**src/rtl/ptw_pkg.sv**
```systemverilog
package ptw_pkg;
  typedef enum logic [2:0] {
    FLT_NONE     = 3'd0,
    FLT_NONCANON = 3'd1,
    FLT_NOTPRES  = 3'd2,
    FLT_RSVD     = 3'd3,
    FLT_PROT     = 3'd4
  } flt_e;

  typedef enum logic [2:0] {
    S_IDLE,
    S_RD_REQ,
    S_RD_WAIT,
    S_EVAL,
    S_WR_REQ,
    S_DONE
  } walk_st_e;

  localparam int unsigned ENT_W   = 64;
  localparam int unsigned BIT_P   = 0;
  localparam int unsigned BIT_W   = 1;
  localparam int unsigned BIT_U   = 2;
  localparam int unsigned BIT_PWT = 3;
  localparam int unsigned BIT_PCD = 4;
  localparam int unsigned BIT_A   = 5;
  localparam int unsigned BIT_PS  = 7;
  localparam int unsigned BIT_XD  = 63;
  localparam int unsigned RSV_HI  = 51;
endpackage

```
**src/rtl/ptw_va_split.sv**
```systemverilog
module ptw_va_split #(
  parameter int unsigned IDX_W = 9,
  parameter int unsigned OFF_W = 12,
  parameter int unsigned LVLS  = 4,
  localparam int unsigned LVL_W = $clog2(LVLS)
) (
  input  logic [63:0]      va,
  input  logic [LVL_W-1:0] lvl,
  output logic             canon,
  output logic [IDX_W-1:0] idx
);
  localparam int unsigned VA_W = OFF_W + IDX_W * LVLS;

  logic [63-VA_W+1:0]  top_bits;
  logic [IDX_W-1:0]    idx_arr [LVLS];

  assign top_bits = va[63:VA_W-1];
  assign canon    = (&top_bits) | ~(|top_bits);

  for (genvar l = 0; l < LVLS; l++) begin : g_field
    assign idx_arr[l] = va[OFF_W + IDX_W * (LVLS - l) - 1 -: IDX_W];
  end

  assign idx = idx_arr[lvl];
endmodule

```
**src/rtl/ptw_entry_chk.sv**
```systemverilog
module ptw_entry_chk
  import ptw_pkg::*;
#(
  parameter int unsigned PA_W  = 40,
  parameter int unsigned OFF_W = 12
) (
  input  logic [ENT_W-1:0]      ent,
  input  logic                  nx_en,
  output logic                  present,
  output logic                  rsvd,
  output logic                  wr_ok,
  output logic                  us_ok,
  output logic                  xd,
  output logic                  acc,
  output logic                  ps,
  output logic                  pwt,
  output logic                  pcd,
  output logic [PA_W-OFF_W-1:0] nxt_base
);
  logic unused_bits;

  assign present  = ent[BIT_P];
  assign wr_ok    = ent[BIT_W];
  assign us_ok    = ent[BIT_U];
  assign pwt      = ent[BIT_PWT];
  assign pcd      = ent[BIT_PCD];
  assign acc      = ent[BIT_A];
  assign ps       = ent[BIT_PS];
  assign xd       = ent[BIT_XD] & nx_en;
  assign rsvd     = (|ent[RSV_HI:PA_W]) | (ent[BIT_XD] & ~nx_en);
  assign nxt_base = ent[PA_W-1:OFF_W];

  assign unused_bits = ^{ent[62:RSV_HI+1], ent[OFF_W-1:8], ent[6]};
endmodule

```
**src/rtl/ptw_walker.sv**
```systemverilog
module ptw_walker
  import ptw_pkg::*;
#(
  parameter int unsigned PA_W  = 40,
  parameter int unsigned IDX_W = 9,
  parameter int unsigned OFF_W = 12,
  parameter int unsigned LVLS  = 4
) (
  input  logic            clk,
  input  logic            rst_n,
  input  logic            req_valid,
  output logic            req_ready,
  input  logic [63:0]     req_va,
  input  logic            req_write,
  input  logic            req_user,
  input  logic            req_fetch,
  input  logic [PA_W-1:0] root_base,
  input  logic            nx_en,
  output logic            rsp_valid,
  output logic            rsp_fault,
  output logic [2:0]      rsp_code,
  output logic [1:0]      rsp_level,
  output logic [PA_W-1:0] rsp_pa,
  output logic            rsp_pwt,
  output logic            rsp_pcd,
  output logic            mem_req_valid,
  input  logic            mem_req_ready,
  output logic            mem_we,
  output logic [PA_W-1:0] mem_addr,
  output logic [63:0]     mem_wdata,
  input  logic            mem_rsp_valid,
  input  logic [63:0]     mem_rdata
);
  localparam int unsigned LVL_W    = $clog2(LVLS);
  localparam int unsigned BASE_W   = PA_W - OFF_W;
  localparam int unsigned BIG_OFF  = OFF_W + IDX_W;
  localparam logic [LVL_W-1:0] DIR_LVL  = LVL_W'(LVLS - 2);
  localparam logic [LVL_W-1:0] LEAF_LVL = LVL_W'(LVLS - 1);

  walk_st_e          st_q, st_n;
  logic [63:0]       va_q, va_n;
  logic              wr_q, wr_n, usr_q, usr_n, fch_q, fch_n;
  logic [LVL_W-1:0]  lvl_q, lvl_n;
  logic [BASE_W-1:0] base_q, base_n;
  logic [63:0]       ent_q, ent_n;
  logic              aw_q, aw_n, au_q, au_n, ax_q, ax_n;
  flt_e              code_q, code_n;
  logic [PA_W-1:0]   pa_q, pa_n;
  logic              pwt_q, pwt_n, pcd_q, pcd_n;

  logic [63:0]       va_sel;
  logic              canon;
  logic [IDX_W-1:0]  idx;
  logic              e_pres, e_rsvd, e_wr, e_us, e_xd, e_acc, e_ps, e_pwt, e_pcd;
  logic [BASE_W-1:0] e_base;
  logic              w_all, u_all, x_any, big, leaf, prot, do_adv;
  logic [PA_W-1:0]   pa_leaf;

  assign va_sel = (st_q == S_IDLE) ? req_va : va_q;

  ptw_va_split #(.IDX_W(IDX_W), .OFF_W(OFF_W), .LVLS(LVLS)) u_split (
    .va(va_sel), .lvl(lvl_q), .canon(canon), .idx(idx)
  );

  ptw_entry_chk #(.PA_W(PA_W), .OFF_W(OFF_W)) u_chk (
    .ent(ent_q), .nx_en(nx_en), .present(e_pres), .rsvd(e_rsvd),
    .wr_ok(e_wr), .us_ok(e_us), .xd(e_xd), .acc(e_acc), .ps(e_ps),
    .pwt(e_pwt), .pcd(e_pcd), .nxt_base(e_base)
  );

  // Rights collected over all levels walked so far, including this entry.
  assign w_all = aw_q & e_wr;
  assign u_all = au_q & e_us;
  assign x_any = ax_q | e_xd;
  assign big   = (lvl_q == DIR_LVL) & e_ps;
  assign leaf  = (lvl_q == LEAF_LVL) | big;
  assign prot  = (wr_q & ~w_all) | (usr_q & ~u_all) | (fch_q & x_any);
  assign pa_leaf = big ? {ent_q[PA_W-1:BIG_OFF], va_q[BIG_OFF-1:0]}
                       : {ent_q[PA_W-1:OFF_W], va_q[OFF_W-1:0]};

  assign mem_addr  = {base_q, {OFF_W{1'b0}}} + (PA_W'(idx) << 3);
  assign mem_wdata = ent_q | (64'd1 << BIT_A);

  always_comb begin
    st_n = st_q;   va_n = va_q;   wr_n = wr_q;   usr_n = usr_q;  fch_n = fch_q;
    lvl_n = lvl_q; base_n = base_q; ent_n = ent_q;
    aw_n = aw_q;   au_n = au_q;   ax_n = ax_q;   code_n = code_q;
    pa_n = pa_q;   pwt_n = pwt_q; pcd_n = pcd_q;
    mem_req_valid = 1'b0;
    mem_we        = 1'b0;
    do_adv        = 1'b0;
    case (st_q)
      S_IDLE: if (req_valid) begin
        va_n   = req_va;
        wr_n   = req_write;
        usr_n  = req_user;
        fch_n  = req_fetch;
        lvl_n  = '0;
        base_n = root_base[PA_W-1:OFF_W];
        aw_n   = 1'b1;
        au_n   = 1'b1;
        ax_n   = 1'b0;
        pa_n   = '0;
        pwt_n  = 1'b0;
        pcd_n  = 1'b0;
        if (!canon) begin
          code_n = FLT_NONCANON;
          st_n   = S_DONE;
        end else begin
          code_n = FLT_NONE;
          st_n   = S_RD_REQ;
        end
      end
      S_RD_REQ: begin
        mem_req_valid = 1'b1;
        if (mem_req_ready) st_n = S_RD_WAIT;
      end
      S_RD_WAIT: if (mem_rsp_valid) begin
        ent_n = mem_rdata;
        st_n  = S_EVAL;
      end
      S_EVAL: begin
        if (!e_pres) begin
          code_n = FLT_NOTPRES;
          st_n   = S_DONE;
        end else if (e_rsvd) begin
          code_n = FLT_RSVD;
          st_n   = S_DONE;
        end else begin
          aw_n = w_all;
          au_n = u_all;
          ax_n = x_any;
          if (!e_acc) st_n = S_WR_REQ;
          else        do_adv = 1'b1;
        end
      end
      S_WR_REQ: begin
        mem_req_valid = 1'b1;
        mem_we        = 1'b1;
        if (mem_req_ready) do_adv = 1'b1;
      end
      S_DONE:  st_n = S_IDLE;
      default: st_n = S_IDLE;
    endcase

    if (do_adv) begin
      if (leaf) begin
        st_n = S_DONE;
        if (prot) begin
          code_n = FLT_PROT;
        end else begin
          code_n = FLT_NONE;
          pa_n   = pa_leaf;
          pwt_n  = e_pwt;
          pcd_n  = e_pcd;
        end
      end else begin
        lvl_n  = lvl_q + LVL_W'(1);
        base_n = e_base;
        st_n   = S_RD_REQ;
      end
    end
  end

  always_ff @(posedge clk or negedge rst_n) begin
    if (!rst_n) begin
      st_q <= S_IDLE;   va_q <= '0;   wr_q <= 1'b0; usr_q <= 1'b0; fch_q <= 1'b0;
      lvl_q <= '0;      base_q <= '0; ent_q <= '0;
      aw_q <= 1'b0;     au_q <= 1'b0; ax_q <= 1'b0; code_q <= FLT_NONE;
      pa_q <= '0;       pwt_q <= 1'b0; pcd_q <= 1'b0;
    end else begin
      st_q <= st_n;     va_q <= va_n; wr_q <= wr_n; usr_q <= usr_n; fch_q <= fch_n;
      lvl_q <= lvl_n;   base_q <= base_n; ent_q <= ent_n;
      aw_q <= aw_n;     au_q <= au_n; ax_q <= ax_n; code_q <= code_n;
      pa_q <= pa_n;     pwt_q <= pwt_n; pcd_q <= pcd_n;
    end
  end

  assign req_ready = (st_q == S_IDLE);
  assign rsp_valid = (st_q == S_DONE);
  assign rsp_code  = code_q;
  assign rsp_fault = (code_q != FLT_NONE);
  assign rsp_level = 2'(lvl_q);
  assign rsp_pa    = pa_q;
  assign rsp_pwt   = pwt_q;
  assign rsp_pcd   = pcd_q;

  // a stalled request keeps its address and kind until accepted.
  assert_hold_req_R9: assert property (@(posedge clk) disable iff (!rst_n)
    mem_req_valid && !mem_req_ready |=> mem_req_valid && $stable(mem_addr) && $stable(mem_we))
    else $error("request changed while stalled");

  // read data never arrives while a new request is raised.
  assert_one_out_R9: assert property (@(posedge clk) disable iff (!rst_n)
    mem_rsp_valid |-> !mem_req_valid)
    else $error("second request while read pending");

  // each write-back follows the read of that entry by two cycles.
  assert_wb_after_rd_R8: assert property (@(posedge clk) disable iff (!rst_n)
    $rose(mem_req_valid && mem_we) |-> $past(mem_rsp_valid, 2))
    else $error("write-back without preceding read");

  // a non-canonical result comes straight from acceptance.
  assert_canon_nomem_R2: assert property (@(posedge clk) disable iff (!rst_n)
    rsp_valid && rsp_code == FLT_NONCANON |-> $past(req_valid && req_ready))
    else $error("non-canonical fault after memory activity");

  // result is a one-cycle pulse.
  assert_rsp_pulse_R10: assert property (@(posedge clk) disable iff (!rst_n)
    rsp_valid |=> !rsp_valid)
    else $error("response longer than one cycle");

  // idle means nothing else is going on.
  assert_idle_quiet_R11: assert property (@(posedge clk) disable iff (!rst_n)
    req_ready |-> !mem_req_valid && !rsp_valid)
    else $error("activity while idle");
endmodule

```
**config.mk**
```make
export PLATFORM = sky130hd
export DESIGN_NAME = ptw_walker
export DESIGN_NICKNAME = d
export VERILOG_FILES = /design/src/rtl/ptw_pkg.sv /design/src/rtl/ptw_va_split.sv /design/src/rtl/ptw_entry_chk.sv /design/src/rtl/ptw_walker.sv
export SDC_FILE = /design/constraint.sdc
export NUM_CORES = 1
export LEC_CHECK = 0
export ABC_AREA = 1
export BUFFER_PORTS_ARGS = -buffer_cell sky130_fd_sc_hd__buf_2
export CAP_MARGIN = 20
export CORE_MARGIN = 2
export CORE_UTILIZATION = 42
export CTS_BUF_LIST = sky130_fd_sc_hd__clkbuf_16
export DETAILED_ROUTE_END_ITERATION = 8
export PLACE_DENSITY = 0.69
export RECOVER_POWER = 50
export SYNTH_ARGS = -nofsm -noshare
export SYNTH_HDL_FRONTEND = slang
export SYNTH_HIERARCHICAL = 1
export SYNTH_SLANG_ARGS = --single-unit
export TNS_END_PERCENT = 50
```
**constraint.sdc**
```tcl
create_clock -name clk -period 6.3 [get_ports clk]
set_clock_uncertainty 0.05 [all_clocks]
set_input_delay 0.315 -clock clk [delete_from_list [all_inputs] [get_ports clk]]
set_output_delay 0.315 -clock clk [all_outputs]
set_load 0.01 [all_outputs]
```
==> results of run 1 <==
==> power groups by stage <==
stage               Combinational (W)  Clock [W]  Sequential, W
finish                        0.00229    0.00125        0.00235
global route                  0.00261    0.00133        0.00241
CTS                           0.00237    0.00128        0.00233
detailed placement            0.00232          0        0.00234
global placement              0.00227          0        0.00233
floorplan                     0.00203          0        0.00224
==> per-layer routing <==
metal	GRT usage, %	part of all wire (%)	wire [um]
met1	28.3	42	12700
met5	0	0	0
met3	3.30	6.2	1890
met4	7.15	2.7	809
met2	37.0	49	14900
==> stage by stage <==
stage | instances | cell area, sq um | util, % | hold slack, ps | worst slack, ps
floorplan | 1405 | 10900 | - | -30.6 | 4120
global placement | 1879 | 11800 | 46.5 | 340 | 2710
detailed placement | 1879 | 11800 | 46.5 | 348 | 2650
CTS | 1994 | 13200 | 52.1 | 0.460 | 2610
global route | 1995 | 13000 | 51.5 | 17.7 | 1840
finish | 1995 | 13000 | 51.5 | 14.4 | 2320
==> worst register-to-register path, delay by kind of cell (launching register included) <==
kind | cells | cell delay (ps)
buf+inv | 2 | 2470
flops | 1 | 440
simple gates | 7 | 910
==> state kept, by name, indices dropped and copies added, names as in the netlist <==
signal     flops
aw_q           1
usr_q          1
va_q          64
fch_q          1
wr_q           1
rsp_level      2
rsp_pcd        1
ax_q           1
ent_q         64
rsp_code       3
rsp_pwt        1
rsp_pa        40
st_q           3
au_q           1
base_q        28
==> worst min path at each step <==
stage | from | endpoint | slack, ps | cells after the start
floorplan | rst_n | au_q | -30 | 0
global placement | rst_n | va_q[58] | 340 | 1
detailed placement | rst_n | va_q[58] | 350 | 1
CTS | mem_rdata[2] | ent_q[2] | 0.5 | 3
global route | mem_rdata[62] | ent_q[62] | 20 | 3
finish | mem_rdata[2] | ent_q[2] | 10 | 3
==> layout make-up <==
type | count | area share, %
Clock buffer | 25 | 4.80
Clock inverter | 16 | 0.499
Inverter | 96 | 2.87
Multi-Input combinational cell | 918 | 30.9
Sequential cell | 212 | 40.7
Tap cell | 330 | 3.17
Timing Repair Buffer | 398 | 17.1
==> what timing repair did <==
action / CTS / global route
hold endpoints to repair: 164 / 0
resized for setup: 0 / 0
hold buffers: 74 / 0
==> impl_metrics.ini, run 1 <==
[setup_path]
worst_setup_path_start_kind = flop
critical_path_arrival_ps = 4330
critical_path_required_ps = 6650
timing.critical_path.max_delay_family = buffers and inverters
slowest_delay_ps = 2210
setup.worst_path.end = st_q[2]
critPathLaunch = st_q[2]
worstRegToRegCells = 9
cp_common_cell = sky130_fd_sc_hd__nand2_1
rrSetupSlack_ps = 2320
critPathBufInv = 2
path_max_fanout = 65
critPathSlowestCell = sky130_fd_sc_hd__clkbuf_1
path_cells = inv_1 > nand2_1 > nor2_1 > clkbuf_1 > nand2_1 > nand3_1 > nand2_1 > nand2_1 > nand2_1
crit-reg2reg-launch = st_q[2]
critical_path.reg2reg.endpoint = st_q[2]
critical_path.endpoint_type = flop
critical_path_cell_count = 9
critical_path_class = reg2reg

[synthesis]
post_synth_inst_count = 1403
synthesis.area_sq_um = 10900
synthesis.area_per_instance_sq_um = 7.77
synth-warning-count = 6

[sta]
timing.setup.tns_ps = 0
rsz0062_at_grt = false
min_period_ps = 3980
slew-limit-headroom_pct = -106
final_min_period_over_clock_period_pct = 63.1
timing.fmax_mhz = 251
maxSlewViolCount = 121
hold_vio_cnt_final = 0
setup_viol = 0
worstMarginPinSlew_ps = 3090

[final_layout]
most-common-layout-cells = sky130_fd_sc_hd__nand2_1 (554), sky130_fd_sc_hd__dfrtp_1 (212), sky130_fd_sc_hd__buf_2 (176)
antenna-diode-count = 0
final_layout_size_suffix_gt1_share_pct = 15.0
multiInputGateArea_sq_um = 4030
seq_area_sq_um = 5310
area_growth_from_synthesis_to_layout_pct = 19.7
layout_commonest_cell = sky130_fd_sc_hd__nand2_1
design.final.nets = 1829
nFillCells = 2476

[global_route]
grt_first_pass_wirelength_um = 47200
grt_start_max_net_pins = 107
gr-usage-all-layers_pct = 21.7
grt_antenna_before_repair = 0
first_global_vias = 9436
grt.overflow.total = 0

[floorplanning]
initial_util_pct = 43.0
boundaryPins = 333
floorplan.rows = 58
floorplan.die_area_sq_um = 27200
fp.coreArea_sq_um = 25300
x_dimension_of_the_die_um = 165
floorplan.die.height_um = 165

[cts]
cts_max_path_buffers = 3
clock_root_cell = sky130_fd_sc_hd__clkbuf_16
num_cts_buffers = 24
cts_tree = done
clock_sinks = 212
clk_latency_ps = 510
post_cts.repair.setup_buffers = 0
worst_setup_hold_path_clk_slew_ps = 60
htree_levels = 1

[pwr]
power.sequential.fraction_pct = 39.9
fin_total_pwr_w = 0.00588
switching_share_pct = 42.1
internal_power_consumption_w = 0.00341
part_of_the_total_power_dissipated_in_the_clock_network_pct = 21.2
power.net_switching_w = 0.00248
vdd_ir_drop_max_mv = 0.260
power_density_nw_per_um2 = 451
power_leakage_nw = 7.03
comb_power_share_pct = 38.9

[drt]
avgViaCountPerCell = 4.88
postRouteAntennaNets = 0
detailedRoute.firstIterationViolations = 778
finalWirelength_um = 30300
wl_per_cell_um = 15.2
drt_pre_antenna_iters = 5
route.vias.total = 9730
drt_drc_violations_left = 0

[placed_design]
last_weighted_congestion_value_of_the_routability_driven_placer = 0.862
place_hpwl_um = 19500
io_buffers = 316

[min_path]
hp-class = in2reg

[job]
max-cap-violations = 2

[run_status]
failed_checks = max-capacitance violations, max-slew violations
run_status = finished with violations
No activity file was read; power rests on OpenSTA's default activity.
==> inputs of run 2 (changes only) <==
--- a/config.mk
+++ b/config.mk
@@ -12,7 +12,7 @@
 export CORE_UTILIZATION = 42
 export CTS_BUF_LIST = sky130_fd_sc_hd__clkbuf_16
 export DETAILED_ROUTE_END_ITERATION = 8
-export PLACE_DENSITY = 0.69
+export PLACE_DENSITY = 0.72
 export RECOVER_POWER = 50
 export SYNTH_ARGS = -nofsm -noshare
 export SYNTH_HDL_FRONTEND = slang
==> constraint.sdc (replaced) <==
create_clock -name clk -period 3.3 [get_ports clk]
set_clock_uncertainty 0.05 [all_clocks]
set_input_delay 0.165 -clock clk [delete_from_list [all_inputs] [get_ports clk]]
set_output_delay 0.165 -clock clk [all_outputs]
set_load 0.01 [all_outputs]
==> run 2 against run 1 <==
Effect of this change:
- first-iteration DRC count rose by 6.0%
- critical path type is now reg2out
- the flow still finishes with violations (max-capacitance violations, max-slew violations)
- sequential share of layout area down 2.9 points
- global-route usage rose by 1.8 points
- power rose by 95%
==> impl_metrics.ini, run 2 (synthesis results as in run 1) <==
[placed_design]
io_buffers = 316
place_hpwl_um = 19900
last_weighted_congestion_value_of_the_routability_driven_placer = 0.853

[setup_path]
critical_path_arrival_ps = 2790
critical_path.endpoint_type = primary output
worst_setup_path_start_kind = flop
crit-reg2reg-launch = rsp_level[0]
critical_path.reg2reg.endpoint = rsp_pa[8]
critical_path_class = reg2out
critPathLaunch = st_q[0]
worstRegToRegCells = 10
critical_path_required_ps = 3080
setup.worst_path.end = mem_addr[8]
path_max_fanout = 70
rrSetupSlack_ps = 670

[sta]
hold_vio_cnt_final = 0
timing.setup.tns_ps = 0
worstMarginPinSlew_ps = 2000
timing.fmax_mhz = 332
maxSlewViolCount = 78
slew-limit-headroom_pct = -33.2
rsz0062_at_grt = false
setup_viol = 0
min_period_ps = 3010
final_min_period_over_clock_period_pct = 91.1

[pwr]
comb_power_share_pct = 40.6
power_density_nw_per_um2 = 816
vdd_ir_drop_max_mv = 0.431
part_of_the_total_power_dissipated_in_the_clock_network_pct = 20.8
power_leakage_nw = 7.52
switching_share_pct = 42.0
power.net_switching_w = 0.00480
internal_power_consumption_w = 0.00664
power.sequential.fraction_pct = 38.6

[final_layout]
area_growth_from_synthesis_to_layout_pct = 28.7
nFillCells = 2291
final_core_utilization_pct = 55.4
layout_commonest_cell = sky130_fd_sc_hd__nand2_1
most-common-layout-cells = sky130_fd_sc_hd__nand2_1 (554), sky130_fd_sc_hd__dfrtp_1 (212), sky130_fd_sc_hd__buf_2 (204)
design.final.nets = 1923
final_layout_size_suffix_gt1_share_pct = 16.3

[cts]
post_cts.repair.setup_buffers = 0
cts_max_path_buffers = 3
cts_tree = done
clock_root_cell = sky130_fd_sc_hd__clkbuf_16
clock_sinks = 212
num_cts_buffers = 24
htree_levels = 1
clk_latency_ps = 510
worst_setup_hold_path_clk_slew_ps = 60

[global_route]
grt_start_max_net_pins = 119
grt.overflow.total = 0
grt_antenna_before_repair = 2
first_global_vias = 9956
grt_first_pass_wirelength_um = 50600
gr-usage-all-layers_pct = 23.4

[drt]
postRouteAntennaNets = 0
wl_per_cell_um = 15.7
detailedRoute.firstIterationViolations = 825
drt_drc_violations_left = 0
avgViaCountPerCell = 4.88
drt_pre_antenna_iters = 5
route.vias.total = 10200
finalWirelength_um = 32900

[floorplanning]
floorplan.die.height_um = 165
floorplan.die_area_sq_um = 27200
x_dimension_of_the_die_um = 165
fp.coreArea_sq_um = 25300
boundaryPins = 333
floorplan.rows = 58
initial_util_pct = 43.0

[run_status]
run_status = finished with violations
failed_checks = max-capacitance violations, max-slew violations

[min_path]
hp-class = in2reg

[job]
max-cap-violations = 1
[run 2: final cells by class]
class                   count  area (sq um)  share of cell area [%]
inverters                  96           374                    2.67
clock inverters            16          65.1                   0.464
multi-input cells         918          4030                    28.8
clock buffers              25           626                    4.46
repair buffers            492          3200                    22.8
flip-flops and latches    212          5310                    37.8
well taps                 330           413                    2.94
diodes                      2          5.00                  0.0357
[run 2: per-layer routing]
layer	track usage, %	share of wire (%)	up-vias
met5	0	0	-
met3	3.82	5.9	90
met2	39.7	49	410
li1	-	-	4979
met1	29.9	42	4731
met4	9.68	3.7	0
[run 2: per-stage QoR]
stage                     area (sq um)  power, W  setup WS, ps  hold slack, ps  std cells
final                            14000    0.0114           292            64.5       2091
after global routing             14000    0.0123          55.8            81.5       2091
after CTS                        14200    0.0116           296            44.1       2089
after detailed placement         11900   0.00897           674             144       1886
after global placement           11900   0.00883           756             143       1886
after floorplan                  10900   0.00815          1120            -181       1405
[run 2: power groups by stage]
stage,Combinational (W),Sequential (W),Clock [W]
4_1_cts,0.00472,0.00439,0.00245
5_1_grt,0.00523,0.00455,0.00255
3_3_place_gp,0.00445,0.00438,0
6_report,0.00465,0.00442,0.00238
2_1_floorplan,0.00387,0.00428,0
3_5_place_dp,0.00456,0.00441,0
[run 2: worst max-delay path: stages (launching register included)]
cell,delay (ps)
sky130_fd_sc_hd__dfrtp_1,560
sky130_fd_sc_hd__nor2_4,110
sky130_fd_sc_hd__nand2_2,310
sky130_fd_sc_hd__buf_4,560
sky130_fd_sc_hd__o21ai_0,280
sky130_fd_sc_hd__nor2_2,210
sky130_fd_sc_hd__o22ai_2,100
sky130_fd_sc_hd__buf_2,150
[run 2: timing repair]
item / in CTS / in global routing
hold buffers: 162 / 0
endpoints found under the hold margin: 236 / 0
resized for setup: 0 / 0
[run 2: how the worst min path moves through the flow]
stage             startpoint        end  slack (ps)  cells after the start
2_1_floorplan          rst_n       au_q        -180                      0
3_3_place_gp           rst_n   va_q[59]         140                      1
3_5_place_dp           rst_n   va_q[59]         140                      1
4_1_cts        mem_rsp_valid   ent_q[4]          40                      3
5_1_grt        mem_rsp_valid  ent_q[57]          80                      3
6_report       mem_rsp_valid   ent_q[4]          60                      3
==> inputs of run 3 (changes only) <==
--- a/config.mk
+++ b/config.mk
@@ -5,7 +5,6 @@
 export SDC_FILE = /design/constraint.sdc
 export NUM_CORES = 1
 export LEC_CHECK = 0
-export ABC_AREA = 1
 export BUFFER_PORTS_ARGS = -buffer_cell sky130_fd_sc_hd__buf_2
 export CAP_MARGIN = 20
 export CORE_MARGIN = 2
==> run 3 against run 2 <==
Effect of this change:
- count of clock-buffer cells in the layout shrank 2
- the run still ends with max-capacitance violations, max-slew violations left
- area after synthesis shrank 3.0%
- first-iteration DRC count shrank 57%
- core utilization grew 0.42 points
- die area shrank 2.9%
- combinational power grew 11%
- non-clock buffer count grew 1
- clock power grew 5%
- final area shrank 0.69%
- critical endpoint is now mem_addr[7]
- via count shrank 26%
- critical path type unchanged
==> impl_metrics.ini, run 3 <==
[cts]
clock_sinks = 212
clk_latency_ps = 500
htree_levels = 1
worst_setup_hold_path_clk_slew_ps = 60
cts_max_path_buffers = 3
num_cts_buffers = 23
clock_root_cell = sky130_fd_sc_hd__clkbuf_16
cts_tree = done

[floorplanning]
fp.coreArea_sq_um = 25000
floorplan.rows = 58
initial_util_pct = 42.3
x_dimension_of_the_die_um = 163
boundaryPins = 333
floorplan.die.height_um = 163
floorplan.die_area_sq_um = 26500

[final_layout]
nFillCells = 2103
design.final.nets = 1389
multiInputGateArea_sq_um = 4150
postLayoutCellArea_sq_um = 13900
most-common-layout-cells = sky130_fd_sc_hd__dfrtp_1 (212), sky130_fd_sc_hd__mux2_2 (196), sky130_fd_sc_hd__buf_2 (189)
final_layout_size_suffix_gt1_share_pct = 38.5
area_growth_from_synthesis_to_layout_pct = 31.8
layout_commonest_cell = sky130_fd_sc_hd__dfrtp_1
seq_area_sq_um = 5310

[setup_path]
critical_path.endpoint_type = primary output
cp_common_cell = sky130_fd_sc_hd__buf_4
critical_path_class = reg2out
path_cells = nor3_2 > buf_4 > buf_4 > mux2_2 > mux4_2 > buf_2
slowest_delay_ps = 490
path_max_fanout = 21
worst_setup_path_start_kind = flop
critical_path_required_ps = 3080
critical_path_arrival_ps = 2780
critPathSlowestCell = sky130_fd_sc_hd__mux4_2

[placed_design]
place_hpwl_um = 17300
io_buffers = 316
last_weighted_congestion_value_of_the_routability_driven_placer = 0.782
dp_slack_ps = 534
placed_cell_area_sq_um = 11800

[sta]
timing.fmax_mhz = 334
worst_slack_setup_final_ps = 302
hold_vio_cnt_final = 0
slew-limit-headroom_pct = -65.1
maxSlewViolCount = 109
rsz0062_at_grt = false
timing.setup.tns_ps = 0
final_min_period_over_clock_period_pct = 90.8
worstMarginPinSlew_ps = 2480
min_period_ps = 3000
setup_viol = 0

[pwr]
power_density_nw_per_um2 = 871
fin_total_pwr_w = 0.0121
power_leakage_nw = 6.66
vdd_ir_drop_max_mv = 0.592

[synthesis]
synthesis.area_sq_um = 10600
post_synth_inst_count = 837
synthesis.area_per_instance_sq_um = 12.6
synth-warning-count = 6

[global_route]
grt_antenna_before_repair = 2
grt_start_max_net_pins = 111
grt.overflow.total = 0
gr-usage-all-layers_pct = 20.6
grt_first_pass_wirelength_um = 43400
first_global_vias = 8092

[drt]
wl_per_cell_um = 17.8
postRouteAntennaNets = 0
drt_pre_antenna_iters = 4
avgViaCountPerCell = 4.87
finalWirelength_um = 27800
route.vias.total = 7583
detailedRoute.firstIterationViolations = 353
drt_drc_violations_left = 0

[min_path]
hp-class = in2reg

[run_status]
failed_checks = max-capacitance violations, max-slew violations
run_status = finished with violations

[job]
max-cap-violations = 1
## run 3: critical path, delay by kind of cell, from the launching register on
kind | cells | cell delay [ps]
mux | 2 | 890
buf+inv | 3 | 790
simple gates | 1 | 190
flops | 1 | 390
## run 3: what timing repair did
item	CTS	global route
gates resized for setup	0	0
setup buffers	0	0
hold endpoints to repair	269	0
setup endpoints to repair	0	0
hold buffers	161	0
## run 3: cell type report
cell class | instances | area share [%]
Timing Repair Buffer | 493 | 23.0
Clock inverter | 16 | 1.04
Tap cell | 330 | 2.96
Sequential cell | 212 | 38.1
Inverter | 37 | 0.997
Clock buffer | 23 | 4.13
Antenna cell | 2 | 0.0359
Multi-Input combinational cell | 443 | 29.8
## run 3: path summary, 6_finish.rpt
check,end,from,slack (ps),cells after the start
max,mem_addr[7],st_q[2],300,6
min,base_q[15],root_base[27],40,3
max reg2reg,base_q[21],ent_q[51],530,6
min reg2reg,fch_q,fch_q,450,1
max in group asynchronous,base_q[21],rst_n,800,2
min in group asynchronous,ent_q[24],rst_n,950,2
## run 3: metrics by stage
step | hold WS (ps) | cells | util, %
6_report | 37.2 | 1556 | 55.8
5_1_grt | 27.2 | 1555 | 55.8
4_1_cts | 9.60 | 1554 | 56.5
3_5_place_dp | 247 | 1354 | 47.1
3_3_place_gp | 261 | 1354 | 47.1
2_1_floorplan | -181 | 839 | -
## run 3: report_power, final
group          total (W)  internal (W)  leakage, nW  switching [W]
Combinational    0.00515       0.00275         3.68        0.00240
Clock            0.00250       0.00149        0.368        0.00101
Sequential       0.00449       0.00369         2.62       0.000791
## run 3: routing by layer
metal | global-route usage, % | vias to the layer above | routed length (um)
met5 | 0 | - | 0
met4 | 6.52 | 0 | 700
met3 | 4.23 | 54 | 1800
met2 | 36.9 | 255 | 14000
met1 | 24.8 | 3739 | 11200
li1 | - | 3535 | -
